**src/rtl/despread_pkg.sv**
```systemverilog
package despread_pkg;

    // Sign pair of one code chip; bit 0 is the real sign, bit 1 the imaginary sign.
    typedef struct packed {
        logic neg_q;
        logic neg_i;
    } chip_t;

    typedef enum logic {
        CHIP_BPSK = 1'b0,
        CHIP_QPSK = 1'b1
    } chip_mode_e;

    // Settings captured at the first sample of a group.
    typedef struct packed {
        logic       active;
        chip_mode_e mode;
    } grp_cfg_t;

    function automatic int unsigned idx_bits(input int unsigned n);
        return (n > 1) ? $clog2(n) : 1;
    endfunction

endpackage

```
**src/rtl/despread_framer.sv**
```systemverilog
module despread_framer
    import despread_pkg::*;
#(
    parameter int unsigned N = 8,
    parameter int unsigned G = 4,
    localparam int unsigned KW = idx_bits(N),
    localparam int unsigned GW = idx_bits(G)
) (
    input  logic          clk,
    input  logic          rst,
    input  logic          in_valid,
    input  logic          in_sop,
    input  logic          active,
    output logic [KW-1:0] pos,
    output logic [GW-1:0] blk,
    output logic          grp_start,
    output logic          blk_last
);
    logic [KW-1:0] k_q;
    logic [GW-1:0] g_q;

    // A marker restarts the sample index; arriving mid-block it also restarts the group.
    assign pos       = in_sop ? '0 : k_q;
    assign blk       = (in_sop && (k_q != '0)) ? '0 : g_q;
    assign grp_start = in_valid && (pos == '0) && (blk == '0);
    assign blk_last  = active ? (blk == GW'(G - 1)) : 1'b1;

    always_ff @(posedge clk) begin
        if (rst) begin
            k_q <= '0;
            g_q <= '0;
        end else if (in_valid) begin
            if (pos == KW'(N - 1)) begin
                k_q <= '0;
                g_q <= blk_last ? '0 : blk + 1'b1;
            end else begin
                k_q <= pos + 1'b1;
                g_q <= blk;
            end
        end
    end
endmodule

```
**src/rtl/despread_cfg.sv**
```systemverilog
module despread_cfg
    import despread_pkg::*;
#(
    parameter int unsigned G = 4,
    parameter int unsigned U = 4,
    localparam int unsigned UW = idx_bits(U),
    localparam int unsigned CW = 2 * G * U
) (
    input  logic              clk,
    input  logic              rst,
    input  logic              take,
    input  logic              enable,
    input  logic              qpsk,
    input  logic [UW-1:0]     user_sel,
    input  logic [CW-1:0]     codes,
    output grp_cfg_t          cfg,
    output chip_t [G-1:0]     chips
);
    chip_t [G-1:0] fresh_chips;
    chip_t [G-1:0] chips_q;
    grp_cfg_t      fresh_cfg;
    grp_cfg_t      cfg_q;

    for (genvar g = 0; g < G; g++) begin : g_chip
        assign fresh_chips[g] = codes[2 * (int'(user_sel) * G + g) +: 2];
    end

    assign fresh_cfg.active = enable;
    assign fresh_cfg.mode   = qpsk ? CHIP_QPSK : CHIP_BPSK;

    // The first sample of a group already uses the settings it brings.
    assign cfg   = take ? fresh_cfg   : cfg_q;
    assign chips = take ? fresh_chips : chips_q;

    always_ff @(posedge clk) begin
        if (rst) begin
            cfg_q   <= '0;
            chips_q <= '0;
        end else if (take) begin
            cfg_q   <= fresh_cfg;
            chips_q <= fresh_chips;
        end
    end
endmodule

```
**src/rtl/despread_acc.sv**
```systemverilog
module despread_acc
    import despread_pkg::*;
#(
    parameter int unsigned N = 8,
    parameter int unsigned G = 4,
    parameter int unsigned W = 8,
    localparam int unsigned KW = idx_bits(N),
    localparam int unsigned GW = idx_bits(G),
    localparam int unsigned GB = $clog2(G),
    localparam int unsigned AW = W + 2 + GB
) (
    input  logic          clk,
    input  logic          rst,
    input  logic          in_valid,
    input  logic [KW-1:0] pos,
    input  logic [GW-1:0] blk,
    input  logic          blk_last,
    input  grp_cfg_t      cfg,
    input  chip_t         chip,
    input  logic [W-1:0]  in_re,
    input  logic [W-1:0]  in_im,
    output logic          out_valid,
    output logic          out_sop,
    output logic [W-1:0]  out_re,
    output logic [W-1:0]  out_im
);
    localparam logic signed [AW-1:0] HALF_B = AW'(1) <<< (GB - 1);
    localparam logic signed [AW-1:0] HALF_Q = AW'(1) <<< GB;
    localparam logic signed [AW-1:0] MAXV   = {{(AW - W + 1){1'b0}}, {(W - 1){1'b1}}};
    localparam logic signed [AW-1:0] MINV   = {{(AW - W + 1){1'b1}}, {(W - 1){1'b0}}};

    logic signed [AW-1:0] acc_re [N];
    logic signed [AW-1:0] acc_im [N];

    logic signed [AW-1:0] xr, xi, ar, ai, br, bi, term_re, term_im;
    logic signed [AW-1:0] sum_re, sum_im, rnd_re, rnd_im;
    logic        [W-1:0]  sat_re, sat_im;
    logic                 is_q;

    assign is_q = (cfg.mode == CHIP_QPSK);
    assign xr   = AW'($signed(in_re));
    assign xi   = AW'($signed(in_im));

    // Sign flips replace the chip multiply: a = sI*y, b = sQ*y.
    assign ar = chip.neg_i ? -xr : xr;
    assign ai = chip.neg_i ? -xi : xi;
    assign br = chip.neg_q ? -xr : xr;
    assign bi = chip.neg_q ? -xi : xi;

    // conj(sI + j sQ) * (yr + j yi) = (sI yr + sQ yi) + j (sI yi - sQ yr)
    assign term_re = is_q ? ar + bi : ar;
    assign term_im = is_q ? ai - br : ai;

    assign sum_re = ((blk == '0) ? '0 : acc_re[pos]) + term_re;
    assign sum_im = ((blk == '0) ? '0 : acc_im[pos]) + term_im;

    // Divide by G or 2G with round half up.
    assign rnd_re = is_q ? (sum_re + HALF_Q) >>> (GB + 1) : (sum_re + HALF_B) >>> GB;
    assign rnd_im = is_q ? (sum_im + HALF_Q) >>> (GB + 1) : (sum_im + HALF_B) >>> GB;

    assign sat_re = (rnd_re > MAXV) ? MAXV[W-1:0] : (rnd_re < MINV) ? MINV[W-1:0] : rnd_re[W-1:0];
    assign sat_im = (rnd_im > MAXV) ? MAXV[W-1:0] : (rnd_im < MINV) ? MINV[W-1:0] : rnd_im[W-1:0];

    always_ff @(posedge clk) begin
        if (rst) begin
            for (int e = 0; e < N; e++) begin
                acc_re[e] <= '0;
                acc_im[e] <= '0;
            end
        end else if (in_valid && cfg.active) begin
            acc_re[pos] <= sum_re;
            acc_im[pos] <= sum_im;
        end
    end

    always_ff @(posedge clk) begin
        if (rst) begin
            out_valid <= 1'b0;
            out_sop   <= 1'b0;
            out_re    <= '0;
            out_im    <= '0;
        end else begin
            out_valid <= in_valid && blk_last;
            out_sop   <= in_valid && blk_last && (pos == '0);
            if (in_valid && blk_last) begin
                out_re <= cfg.active ? sat_re : in_re;
                out_im <= cfg.active ? sat_im : in_im;
            end
        end
    end
endmodule

```
**src/rtl/despread_time_block.sv**
```systemverilog
module despread_time_block
    import despread_pkg::*;
#(
    parameter int unsigned N = 8,
    parameter int unsigned G = 4,
    parameter int unsigned W = 8,
    parameter int unsigned U = 4,
    localparam int unsigned UW = idx_bits(U),
    localparam int unsigned CW = 2 * G * U,
    localparam int unsigned KW = idx_bits(N),
    localparam int unsigned GW = idx_bits(G)
) (
    input  logic          clk,
    input  logic          rst,
    input  logic          in_valid,
    input  logic          in_sop,
    input  logic [W-1:0]  in_re,
    input  logic [W-1:0]  in_im,
    input  logic          enable,
    input  logic          qpsk,
    input  logic [UW-1:0] user_sel,
    input  logic [CW-1:0] codes,
    output logic          out_valid,
    output logic          out_sop,
    output logic [W-1:0]  out_re,
    output logic [W-1:0]  out_im
);
    logic [KW-1:0] pos;
    logic [GW-1:0] blk;
    logic          grp_start;
    logic          blk_last;
    logic          grp_active;
    grp_cfg_t      cfg;
    chip_t [G-1:0] chips;

    assign grp_active = cfg.active;

    despread_framer #(.N(N), .G(G)) u_framer (
        .clk(clk), .rst(rst), .in_valid(in_valid), .in_sop(in_sop),
        .active(grp_active), .pos(pos), .blk(blk),
        .grp_start(grp_start), .blk_last(blk_last)
    );

    despread_cfg #(.G(G), .U(U)) u_cfg (
        .clk(clk), .rst(rst), .take(grp_start), .enable(enable),
        .qpsk(qpsk), .user_sel(user_sel), .codes(codes),
        .cfg(cfg), .chips(chips)
    );

    despread_acc #(.N(N), .G(G), .W(W)) u_acc (
        .clk(clk), .rst(rst), .in_valid(in_valid), .pos(pos), .blk(blk),
        .blk_last(blk_last), .cfg(cfg), .chip(chips[blk]),
        .in_re(in_re), .in_im(in_im),
        .out_valid(out_valid), .out_sop(out_sop),
        .out_re(out_re), .out_im(out_im)
    );
endmodule

```
**config.mk**
```make
export PLATFORM = sky130hd
export DESIGN_NAME = despread_time_block
export DESIGN_NICKNAME = d
export VERILOG_FILES = /design/src/rtl/despread_pkg.sv /design/src/rtl/despread_framer.sv /design/src/rtl/despread_cfg.sv /design/src/rtl/despread_acc.sv /design/src/rtl/despread_time_block.sv
export SDC_FILE = /design/constraint.sdc
export NUM_CORES = 1
export LEC_CHECK = 0
export ABC_CLOCK_PERIOD_IN_PS = 6800
export BUFFER_PORTS_ARGS = -buffer_cell sky130_fd_sc_hd__buf_2
export CORE_ASPECT_RATIO = 0.7
export CORE_UTILIZATION = 30
export DETAILED_ROUTE_END_ITERATION = 6
export PLACE_DENSITY = 0.59
export SETUP_SLACK_MARGIN = 0.4
export SLEW_MARGIN = 15
export SYNTH_ARGS = -nofsm -noshare
export SYNTH_HDL_FRONTEND = slang
export SYNTH_HIERARCHICAL = 1
export SYNTH_SLANG_ARGS = --single-unit
export TNS_END_PERCENT = 100
```
**constraint.sdc**
```tcl
create_clock -name clk -period 6.8 [get_ports clk]
set_input_delay 0.68 -clock clk [delete_from_list [all_inputs] [get_ports clk]]
set_output_delay 0.68 -clock clk [all_outputs]
set_load 0.005 [all_outputs]
```
==> impl_metrics.ini <==
[run_status]
status = complete, no violations

[power_and_ir_drop]
power_frac_comb_pct = 47.0
p_sw_share_pct = 36.77
power_density_nw_per_um2 = 309.8
switchingPower_mw = 2.036
vdd_drop_max_v = 0.0001556
p_int_mw = 3.501
p_clk_share_pct = 24.4
p_leak_nw = 6.947
power.total_mw = 5.538
power_frac_seq_pct = 28.6

[floorplanning]
core_area_um2 = 45300
rows = 65
io-pin-count = 74
start_util_pct = 30.55
dieArea_um2 = 47010
fp.dieW_um = 258.7
die_y_um = 181.7

[global_routing]
antenna_found_initial = 0
grt_pass1_wl_um = 68200
grt_usage_pct = 18.83
grt_max_degree = 34
grt_pass1_vias = 11340
grt_overflow = 0

[worst_setup_path]
rrSetupSlack_ns = 0.14
timing.rr.end = u_acc/out_re[3]$_SDFFE_PP0P_
crit_required_ns = 7.24
crit_slowest_cell = mux4_2
critPathCaptureType = register
critical-path-top-delay-family = compound AO/OA/AOI/OAI gates
cp.arrival_ns = 7.10
r2r_cells = 37
reg2reg_from = u_framer/k_q[1]$_SDFFE_PP0P_
critPathLaunch = u_framer/k_q[1]$_SDFFE_PP0P_
slowest_delay_ns = 0.64
crit_top_cell = buf_4
cp_max_fo = 8
cp.depth = 37
crit_path_start_kind = register
critPathKind = register to register
critical_path_buf_inv_count = 7
crit_end = u_acc/out_re[3]$_SDFFE_PP0P_

[place]
place_ws_ns = -0.3362
portBuffers = 73
postPlaceCellArea_um2 = 16050
gp_congestion = 0.8969
placedCellCount = 2130
dp_hpwl_um = 31260

[timing]
hold-worst-slack_ns = 0.4457
skew_ns = 0.02485
fmax_ghz = 0.1501
hold_viol = 0
setup_viol = 0
period_share_pct = 97.94
drv_slew = 0
slew_headroom_pct = 51.50
rsz0062_at_grt = true
period_needed_ns = 6.660
worst_slew_pin_slew_ns = 0.7243
setup_slack_ns = 0.1399
fin_setup_tns_ns = 0

[routing]
drtAntennaViolNets = 0
drt_drc_violations_left = 0
viasPerCell = 5.399
vias = 11950
drtIter0Drc = 1187
drt-pass1-iter-count = 5
routedWlPerCell_um = 20.65
wirelength_um = 45720

[final_layout]
final_area_um2 = 17870
diodes = 0
post-route-util_pct = 39.46
syn2layout_area_growth_pct = 29.14
fillers = 4356
layout_commonest_cell = nor2_1
drive_gt1_share_pct = 30.73
layoutNonFillerInstCount = 2214
layout_common_cells = 225 x nor2_1, 195 x buf_4, 192 x edfxtp_1
nets = 1709

[logic_synthesis]
synth_edf_count = 192
syn_area_per_cell_um2 = 10.02
synth_cell_types = 95
seq_area_frac_synth_pct = 46.43
yosysWarnings = 6
synth_nets = 1496
yosys_register_bits = 225
yosys_most_used_dff = edfxtp_1
async_flop_share_pct = 0
synthCells = 1382
netlist_area_um2 = 13840

[clocking]
cts_buffers = 24
ctsHoldBuffers = 0
cts_max_level = 1
clkLatencyLatePin_ns = 0.55
tritoncts = yes
clock_sinks = 225
root_buffer = clkbuf_16
ctsLongestPathBuffers = 3
clkTransAtPathRegs_ns = 0.07

[worst_hold_path]
min_path_cells = 2
hold_class = register to register

[flow_run]
max_cap_violations = 0
worst min-delay path, cell delays in order (launching register included):
cell	delay [ns]
dfxtp_1	0.31
nand2_1	0.05
o21ai_1	0.05
kinds of logic after synthesis:
kind of cell / count (synthesis) / share of synthesized area, %
adders and majority gates: 58 / 5.460
buffers and inverters: 140 / 4.167
and+or+nand+nor: 470 / 16.15
xor gates and xnor gates: 82 / 5.297
AOI/OAI and AO/OA: 369 / 19.26
muxes: 38 / 3.236
DFF: 225 / 46.43
Yosys cell counts (5+ instances only):
master,number,share of area (%)
nor2_1,231,6.3
edfxtp_1,192,42
nand2_1,78,2.1
clkbuf_1,73,2.0
a21oi_1,57,2.1
ha_1,54,4.9
a22oi_1,51,2.8
o21ai_0,48,1.7
xnor2_1,47,3.0
inv_1,40,1.1
dfxtp_1,33,4.8
xor2_1,33,2.1
a31oi_1,30,1.4
mux2i_1,26,1.9
a22o_1,24,1.5
nand2b_1,24,1.1
a221oi_1,23,1.5
and3_1,20,0.90
nand3_1,19,0.69
nor3_1,19,0.69
nor2b_1,18,0.81
o221ai_1,18,1.1
o21a_1,16,0.87
o21ai_1,16,0.58
a21o_1,15,0.81
buf_2,14,0.51
nand3b_1,8,0.43
or3b_2,8,0.51
o22ai_1,7,0.32
a211oi_1,6,0.33
buf_1,6,0.16
mux2_2,6,0.49
o31ai_1,6,0.33
a21boi_0,5,0.27
and2_1,5,0.23
or2_2,5,0.23
layout make-up:
type                    instances  area (um2)  share of cell area [%]
flip-flops and latches        225        6430                   35.97
clock inverters                11       136.4                  0.7630
clock buffers                  31       648.1                   3.626
well taps                     603       754.5                   4.221
repair buffers                285        2041                   11.42
multi-input cells            1017        7706                   43.12
inverters                      42       157.7                  0.8820
worst min path at each step:
stage,startpoint,end,slack (ns)
detailed placement,u_acc/out_im[6]$_SDFFE_PP0P_,u_acc/out_im[6]$_SDFFE_PP0P_,0.44
floorplan,u_acc/out_im[3]$_SDFFE_PP0P_,u_acc/out_im[3]$_SDFFE_PP0P_,0.44
CTS,u_acc/out_im[6]$_SDFFE_PP0P_,u_acc/out_im[6]$_SDFFE_PP0P_,0.45
global placement,u_acc/out_im[5]$_SDFFE_PP0P_,u_acc/out_im[5]$_SDFFE_PP0P_,0.43
finish,u_acc/out_im[5]$_SDFFE_PP0P_,u_acc/out_im[5]$_SDFFE_PP0P_,0.45
global route,u_acc/out_im[4]$_SDFFE_PP0P_,u_acc/out_im[4]$_SDFFE_PP0P_,0.47
flip-flops by register name, indices dropped and copies added, names as in the netlist, 2 cells and up:
signal	flops
u_framer/k_q	3
u_acc/acc_re	96
u_framer/g_q	2
u_acc/acc_im	96
u_cfg/cfg_q	2
u_acc/out_im	8
u_acc/out_re	8
u_cfg/chips_q	8
power by group through the flow:
stage / Sequential, mW / Clock [mW] / Combinational (mW)
floorplan: 1.61 / 0 / 1.39
global placement: 1.61 / 0 / 2.15
detailed placement: 1.61 / 0 / 2.18
CTS: 1.58 / 1.36 / 2.35
global route: 1.59 / 1.42 / 2.80
finish: 1.59 / 1.35 / 2.60
what timing repair did:
action / 4_1_cts / 5_1_grt
resized for setup: 60 / 74
cloned: 1 / 0
pin swaps: 45 / 82
setup endpoints to repair: 24 / 32
setup buffers: 22 / 19
metal layers:
| layer | global-route usage, % | vias to the layer above | wire (um) |
|---|---|---|---|
| met5 | 0 | - | 0 |
| met4 | 4.876 | 0 | 1066 |
| met3 | 4.243 | 54 | 4093 |
| met2 | 27.32 | 512 | 19530 |
| met1 | 27.85 | 5836 | 21020 |
| li1 | - | 5552 | - |
No activity file was read; power rests on OpenSTA's default activity.
